$ cat src/rtl/swdh_pkg.sv
package swdh_pkg;

    localparam int REQ_W = 8;
    localparam int ACK_W = 3;

    localparam logic [ACK_W-1:0] ACK_OK    = 3'b001;
    localparam logic [ACK_W-1:0] ACK_WAIT  = 3'b010;
    localparam logic [ACK_W-1:0] ACK_FAULT = 3'b100;

    typedef enum logic [1:0] {
        ST_OK    = 2'd0,
        ST_WAIT  = 2'd1,
        ST_FAULT = 2'd2,
        ST_PROTO = 2'd3
    } swdh_status_e;

    typedef enum logic [3:0] {
        S_IDLE,
        S_REQ,
        S_TRN1,
        S_ACK,
        S_TRN2,
        S_WDATA,
        S_RDATA,
        S_TRN3,
        S_DONE
    } swdh_state_e;

    // Request byte, LSB is the first bit on the wire.
    function automatic logic [REQ_W-1:0] build_req(input logic ap, input logic rd,
                                                   input logic [1:0] a);
        logic par;
        par = ap ^ rd ^ a[0] ^ a[1];
        build_req = {1'b1, 1'b0, par, a[1], a[0], rd, ap, 1'b1};
    endfunction

    function automatic swdh_status_e decode_ack(input logic [ACK_W-1:0] ack);
        swdh_status_e s;
        unique case (ack)
            ACK_OK:    s = ST_OK;
            ACK_WAIT:  s = ST_WAIT;
            ACK_FAULT: s = ST_FAULT;
            default:   s = ST_PROTO;
        endcase
        return s;
    endfunction

endpackage

$ cat src/rtl/swdh_divreg.sv
module swdh_divreg #(
    parameter int          DIV_W     = 16,
    parameter int unsigned DIV_RESET = 4
) (
    input  logic             clk,
    input  logic             rst_n,
    input  logic             idle,
    input  logic             div_wr,
    input  logic [DIV_W-1:0] div_val,
    output logic [DIV_W-1:0] div_active
);

    localparam logic [DIV_W-1:0] RST_VAL = DIV_W'(DIV_RESET);

    logic [DIV_W-1:0] pend_q;
    logic [DIV_W-1:0] act_q;

    // Slower (larger) values apply at once; faster ones wait for idle.
    always_ff @(posedge clk or negedge rst_n) begin
        if (!rst_n) begin
            pend_q <= RST_VAL;
            act_q  <= RST_VAL;
        end else if (div_wr) begin
            pend_q <= div_val;
            if (div_val >= act_q) begin
                act_q <= div_val;
            end
        end else if (idle) begin
            act_q <= pend_q;
        end
    end

    assign div_active = act_q;

endmodule

$ cat src/rtl/swdh_clkgen.sv
module swdh_clkgen #(
    parameter int DIV_W = 16
) (
    input  logic             clk,
    input  logic             rst_n,
    input  logic             run,
    input  logic [DIV_W-1:0] div,
    output logic             swclk,
    output logic             rise_ev,
    output logic             fall_ev
);

    logic [DIV_W-1:0] cnt_q;
    logic             clk_q;
    logic             hit;

    assign hit     = run && (cnt_q >= div);
    assign rise_ev = hit && !clk_q;
    assign fall_ev = hit && clk_q;
    assign swclk   = clk_q;

    always_ff @(posedge clk or negedge rst_n) begin
        if (!rst_n) begin
            cnt_q <= '0;
            clk_q <= 1'b0;
        end else if (!run) begin
            cnt_q <= '0;
            clk_q <= 1'b0;
        end else if (hit) begin
            cnt_q <= '0;
            clk_q <= ~clk_q;
        end else begin
            cnt_q <= cnt_q + 1'b1;
        end
    end

endmodule

$ cat src/rtl/swd_host_engine.sv
module swd_host_engine
    import swdh_pkg::*;
#(
    parameter int          DATA_W    = 32,
    parameter int          DIV_W     = 16,
    parameter int unsigned DIV_RESET = 4
) (
    input  logic              clk,
    input  logic              rst_n,
    input  logic              start,
    input  logic              req_ap,
    input  logic              req_rd,
    input  logic [1:0]        req_addr,
    input  logic [DATA_W-1:0] req_wdata,
    output logic              busy,
    output logic              done,
    output logic [1:0]        status,
    output logic [ACK_W-1:0]  ack_raw,
    output logic [DATA_W-1:0] rdata,
    input  logic              div_wr,
    input  logic [DIV_W-1:0]  div_val,
    output logic [DIV_W-1:0]  div_active,
    output logic              swclk,
    output logic              swdio_o,
    output logic              swdio_oe,
    input  logic              swdio_i
);

    localparam int               CNT_W    = $clog2(DATA_W + 1);
    localparam int               SH_W     = DATA_W + 1;
    localparam logic [CNT_W-1:0] LAST_REQ = CNT_W'(REQ_W - 1);
    localparam logic [CNT_W-1:0] LAST_ACK = CNT_W'(ACK_W - 1);
    localparam logic [CNT_W-1:0] LAST_DAT = CNT_W'(DATA_W);

    swdh_state_e       state_q, state_d;
    logic [CNT_W-1:0]  bit_q;
    logic [SH_W-1:0]   tx_q;
    logic [SH_W-1:0]   rx_q;
    logic [ACK_W-1:0]  ack_q;
    logic [DATA_W-1:0] wdata_q;
    logic [DATA_W-1:0] rdata_q;
    logic              rd_q;
    swdh_status_e      status_q;
    logic              rise_ev, fall_ev;
    logic              run;

    swdh_divreg #(.DIV_W(DIV_W), .DIV_RESET(DIV_RESET)) div_i (
        .clk        (clk),
        .rst_n      (rst_n),
        .idle       (!busy),
        .div_wr     (div_wr),
        .div_val    (div_val),
        .div_active (div_active)
    );

    swdh_clkgen #(.DIV_W(DIV_W)) clk_i (
        .clk     (clk),
        .rst_n   (rst_n),
        .run     (run),
        .div     (div_active),
        .swclk   (swclk),
        .rise_ev (rise_ev),
        .fall_ev (fall_ev)
    );

    // Next state: every bit period ends on a falling SWCLK event.
    always_comb begin
        state_d = state_q;
        unique case (state_q)
            S_IDLE:  if (start) state_d = S_REQ;
            S_REQ:   if (fall_ev && bit_q == LAST_REQ) state_d = S_TRN1;
            S_TRN1:  if (fall_ev) state_d = S_ACK;
            S_ACK:   if (fall_ev && bit_q == LAST_ACK) state_d = S_TRN2;
            S_TRN2: begin
                if (fall_ev) begin
                    if (ack_q != ACK_OK) state_d = S_DONE;
                    else if (rd_q)       state_d = S_RDATA;
                    else                 state_d = S_WDATA;
                end
            end
            S_WDATA: if (fall_ev && bit_q == LAST_DAT) state_d = S_DONE;
            S_RDATA: if (fall_ev && bit_q == LAST_DAT) state_d = S_TRN3;
            S_TRN3:  if (fall_ev) state_d = S_DONE;
            S_DONE:  state_d = S_IDLE;
            default: state_d = S_IDLE;
        endcase
    end

    always_ff @(posedge clk or negedge rst_n) begin
        if (!rst_n) state_q <= S_IDLE;
        else        state_q <= state_d;
    end

    // Shift registers, bit counter and results.
    always_ff @(posedge clk or negedge rst_n) begin
        if (!rst_n) begin
            bit_q    <= '0;
            tx_q     <= '0;
            rx_q     <= '0;
            ack_q    <= '0;
            wdata_q  <= '0;
            rdata_q  <= '0;
            rd_q     <= 1'b0;
            status_q <= ST_OK;
        end else if (state_q == S_IDLE) begin
            if (start) begin
                tx_q    <= {{(SH_W - REQ_W){1'b0}}, build_req(req_ap, req_rd, req_addr)};
                wdata_q <= req_wdata;
                rd_q    <= req_rd;
                ack_q   <= '0;
                bit_q   <= '0;
            end
        end else begin
            if (rise_ev) begin
                if (state_q == S_ACK)   ack_q <= {swdio_i, ack_q[ACK_W-1:1]};
                if (state_q == S_RDATA) rx_q  <= {swdio_i, rx_q[SH_W-1:1]};
            end
            if (fall_ev) begin
                bit_q <= (state_d != state_q) ? '0 : bit_q + 1'b1;
                if (state_q == S_REQ || state_q == S_WDATA) tx_q <= tx_q >> 1;
                if (state_q == S_TRN2) begin
                    tx_q <= {^wdata_q, wdata_q};
                    if (ack_q != ACK_OK) status_q <= decode_ack(ack_q);
                end
                if (state_q == S_WDATA && state_d == S_DONE) status_q <= ST_OK;
                if (state_q == S_TRN3) begin
                    rdata_q  <= rx_q[DATA_W-1:0];
                    status_q <= (^rx_q) ? ST_PROTO : ST_OK;
                end
            end
        end
    end

    // Outputs decoded from the state.
    always_comb begin
        busy     = 1'b1;
        done     = 1'b0;
        swdio_oe = 1'b0;
        unique case (state_q)
            S_IDLE:          busy = 1'b0;
            S_DONE: begin
                busy = 1'b0;
                done = 1'b1;
            end
            S_REQ, S_WDATA:  swdio_oe = 1'b1;
            default:         swdio_oe = 1'b0;
        endcase
        swdio_o = swdio_oe & tx_q[0];
        run     = busy;
    end

    assign status  = status_q;
    assign ack_raw = ack_q;
    assign rdata   = rdata_q;

endmodule

$ cat config.mk
export PLATFORM = sky130hd
export DESIGN_NAME = swd_host_engine
export DESIGN_NICKNAME = d
export VERILOG_FILES = /design/src/rtl/swdh_pkg.sv /design/src/rtl/swdh_divreg.sv /design/src/rtl/swdh_clkgen.sv /design/src/rtl/swd_host_engine.sv
export SDC_FILE = /design/constraint.sdc
export NUM_CORES = 1
export LEC_CHECK = 0
export ABC_AREA = 1
export CAP_MARGIN = 0
export CORE_ASPECT_RATIO = 0.5
export CORE_MARGIN = 2
export CORE_UTILIZATION = 40
export CTS_CLUSTER_DIAMETER = 100
export CTS_CLUSTER_SIZE = 30
export DETAILED_ROUTE_END_ITERATION = 6
export PLACE_DENSITY = 0.65
export SETUP_SLACK_MARGIN = 0.05
export SLEW_MARGIN = 0
export SYNTH_ARGS = -nofsm -noshare
export SYNTH_HDL_FRONTEND = slang
export SYNTH_HIERARCHICAL = 1
export SYNTH_SLANG_ARGS = --single-unit
$ cat constraint.sdc
create_clock -name clk -period 3.86 [get_ports clk]
set_clock_uncertainty 0.2 [all_clocks]
set_input_delay 0.579 -clock clk [delete_from_list [all_inputs] [get_ports clk]]
set_output_delay 0.579 -clock clk [all_outputs]
set_load 0.01 [all_outputs]
==> metrics.cfg <==
[sta]
fin_ws_ps = 806
fin_crit_sh_pct = 79.1
rsz0062_at_grt = false
tns_ps = 0
finalCriticalPeriod_ps = 3050
hold_viol = 0
clock.fmax_mhz = 327
finalMaxSlewViolations = 0
worst_pin_slew_ps = 795
relSlewSlack_pct = 46.9
holdWs_ps = 273
timing.final.setup_violations = 0

[floorplanning]
dieHeight_um = 118
io_pins = 115
row_count = 41
design.die.area_um2 = 27500
dieWidth_um = 232
core_um2 = 25400
initial_core_util_pct = 41.1

[detailed_routing]
drtIter0Drc = 411
detail-route-antenna-nets = 0
route.detailed.drc = 0
wire_per_inst_um = 13.1
first_pass_iters = 5
wl_um = 22900
via_count = 8398
avgViaCountPerCell = 4.80

[setup_path]
path_common_cell = nand2_1
r2r_cells = 22
worstPathArrival_ps = 3190
worst-path-buf-inv = 3
cpPeakStageDelay_ps = 560
rr_startpoint = div_i/div_active[2]
critPathCaptureType = flop
r2r_end = bit_q[3]
startpoint_type = flop
slowest_stage = dfstp_2
rrSetupSlack_ps = 810
crit_required_ps = 3990
path_cells = inv_1, ha_1, nand2_1, nor2_1, nor2_1, nand2_1, nand2_1, nand2_1, nand2_2, nand2_1, nand2_1, nor2_1, buf_4, nand4_1, nand2_1, inv_1, nor3_2, nand3_2, nand2_1, nand2_2, nand3b_1, nand2_1
crit_family = simple AND/OR/NAND/NOR gates
worstPathMaxFanout = 10
crit_type = reg2reg

[synthesis]
avgSynthCellArea_um2 = 8.06
yosys.area_share.simple_pct = 24.9
ys_async_sr_fraction_pct = 100
synthAdderAreaFrac_pct = 4.32
synth_top_family_by_area = simple AND/OR/NAND/NOR gates
ys_ff_latch = 195
synthDistinctLibCells = 47
synth_ff_type = dfrtp_1
muxShareOfSynthArea_pct = 0.720
ys_seq_area_share_pct = 46.8
synth_compound_area_share_pct = 10.4
synth-xor-area-share_pct = 4.45
syn_inst = 1294
syn_nets = 1387
syn-cell-area_um2 = 10400
yosysWarnings = 6
synth_edf_count = 0

[global_routing]
grt_pass1_vias = 8081
antenna_found_initial = 0
grt-ovfl-total = 0
grt_pass1_wl_um = 39200
track_usage_pct = 17.7
grt_max_degree = 74

[clock_tree]
clock_latency_ps = 450
cts_sinks = 195
cts.repair.resized = 0
cts-buffers-inserted = 17
htree_levels = 4
clock_path_buffers = 2
cts_root_buf = clkbuf_16
cts_tree = built
clk_pin_slew_ps = 70

[place]
hpwlAfterDp_um = 16500
pre_cts_slack_ps = 795
gp_congestion = 0.833
portBuffers = 114

[worst_hold_path]
hold_path_end = div_i/pend_q[4]
whs_path_depth = 2
hold_path_class = reg2reg
hp-start = div_i/pend_q[4]

[outcome]
status = finished clean

[final_layout]
diodes = 0
fill_cells = 2427
layout-drive-gt1-share_pct = 7.75
final_nets = 1487
layout-area-overhead-vs-synth_pct = 19.6
multi_input_area_um2 = 4680
regArea_um2 = 4880

[power]
p_per_area_nw_per_um2 = 400
p_leak_nw = 6.06
irDropWorstVdd_mv = 0.273

[run]
maxCapViolations = 0

[logic make-up (layout without fill, tap and decap cells)]
| group | Yosys count | count (layout) |
|---|---|---|
| simple gates | 603 | 603 |
| buf+inv | 207 | 319 |
| flops | 195 | 195 |
| compound gates | 193 | 193 |
| xor+xnor | 53 | 53 |
| fa+ha+maj | 36 | 36 |
| mux | 7 | 7 |
[synth_stat cells, types with 3 or more instances]
cell / count / area, um2
nand2_1: 410 / 1540
dfrtp_1: 193 / 4830
inv_1: 154 / 578
o21ai_0: 92 / 460
nor2_1: 84 / 315
a21oi_1: 46 / 230
nand3_1: 43 / 215
ha_1: 36 / 450
xnor2_1: 29 / 254
xor2_1: 24 / 210
o211ai_1: 23 / 173
clkbuf_1: 21 / 78.8
o21ai_1: 20 / 100
nand2_2: 18 / 113
buf_2: 11 / 55.1
nand4_1: 10 / 62.6
nor2_2: 8 / 50.1
buf_6: 7 / 78.8
inv_2: 6 / 22.5
nand2_4: 5 / 56.3
buf_4: 4 / 30.0
mux2_2: 4 / 45.0
nor2_4: 4 / 45.0
nor3_1: 4 / 20.0
nor3_2: 4 / 40.0
mux2i_1: 3 / 30.0
nand3_2: 3 / 30.0
nand3b_1: 3 / 22.5
o22ai_1: 3 / 18.8
[flip-flops by register name, summed over array words and instances, names as in the netlist, 2 cells and up]
register and count:
ack_raw 3, state_q 4, div_i/pend_q 16, rx_q 33, rdata 32, status 2, wdata_q 32, clk_i/cnt_q 16
tx_q 33, bit_q 6, div_i/div_active 16
[per-stage QoR]
stage / area (um2) / power (W) / utilization (%) / std cells
2_1_floorplan: 10400 / 0.00284 / - / 1294
3_3_place_gp: 11900 / 0.00316 / 46.7 / 1718
3_5_place_dp: 11900 / 0.00319 / 46.7 / 1718
4_1_cts: 12500 / 0.00507 / 49.2 / 1750
5_1_grt: 12500 / 0.00528 / 49.2 / 1750
6_report: 12500 / 0.00499 / 49.2 / 1750
[how the worst max path moves through the flow]
stage / cells after the start / slack [ps] / endpoint / start
CTS: 6 / 750 / done / state_q[1]
global placement: 21 / 880 / bit_q[1] / div_i/div_active[2]
detailed placement: 22 / 790 / bit_q[3] / div_i/div_active[2]
floorplan: 22 / 1060 / bit_q[3] / div_i/div_active[2]
finish: 22 / 810 / bit_q[3] / div_i/div_active[2]
global route: 21 / 430 / bit_q[5] / div_i/div_active[2]
[worst reg2reg max path, cell delays in order, from the launching register on]
cell      delay [ps]
dfstp_2          560
inv_1             50
ha_1             260
nand2_1           60
nor2_1           100
nor2_1            40
nand2_1           50
nand2_1           50
nand2_1           90
nand2_2           90
nand2_1           90
nand2_1           50
nor2_1            90
buf_4            200
nand4_1          170
nand2_1           90
inv_1             60
nor3_2           220
nand3_2           90
nand2_1           80
nand2_2           90
nand3b_1         100
nand2_1           50
[area by class of cell]
cell class	count	share of cell area, %
Clock buffer	18	3.44
Clock inverter	13	1.39
Inverter	162	4.93
Multi-Input combinational cell	892	37.5
Sequential cell	195	39.1
Tap cell	344	3.45
Timing Repair Buffer	126	10.2
[power by group]
group	internal (W)	leakage, nW	switching, W
Sequential	0.00217	2.48	0.000129
Combinational	0.000383	3.28	0.000454
Clock	0.00103	0.301	0.000826
Total	0.00358	6.06	0.00141
[routing by layer]
layer | track usage (%) | wire [um]
met1 | 22.7 | 10700
met4 | 6.89 | 501
met2 | 29.3 | 11200
met5 | 0 | 0
met3 | 3.52 | 596
[placed cells by master (no fill, tap or decap), types with 2 or more instances in the layout]
cell type          n
a21oi_1           46
a21oi_2            2
buf_12             3
buf_4              8
bufinv_16          3
clkbuf_16         17
clkdlybuf4s50_1  113
clkinv_2           3
clkinv_4           2
dfrtp_1          193
dfstp_2            2
ha_1              36
inv_1            154
inv_2              6
inv_6              3
inv_8              3
mux2_2             4
mux2i_1            3
nand2_1          410
nand2_2           18
nand2_4            5
nand3_1           43
nand3_2            3
nand3_4            2
nand3b_1           3
nand4_1           10
nor2_1            84
nor2_2             8
nor2_4             4
nor3_1             4
nor3_2             4
o211ai_1          23
o21a_1             2
o21ai_0           92
o21ai_1           20
o22ai_1            3
xnor2_1           29
xor2_1            24
[repair_timing]
action / 4_1_cts / 5_1_grt
setup buffers: 0 / 0
hold endpoints to repair: 70 / 0
hold buffers: 1 / 0
(Power assumes the default switching activity.)
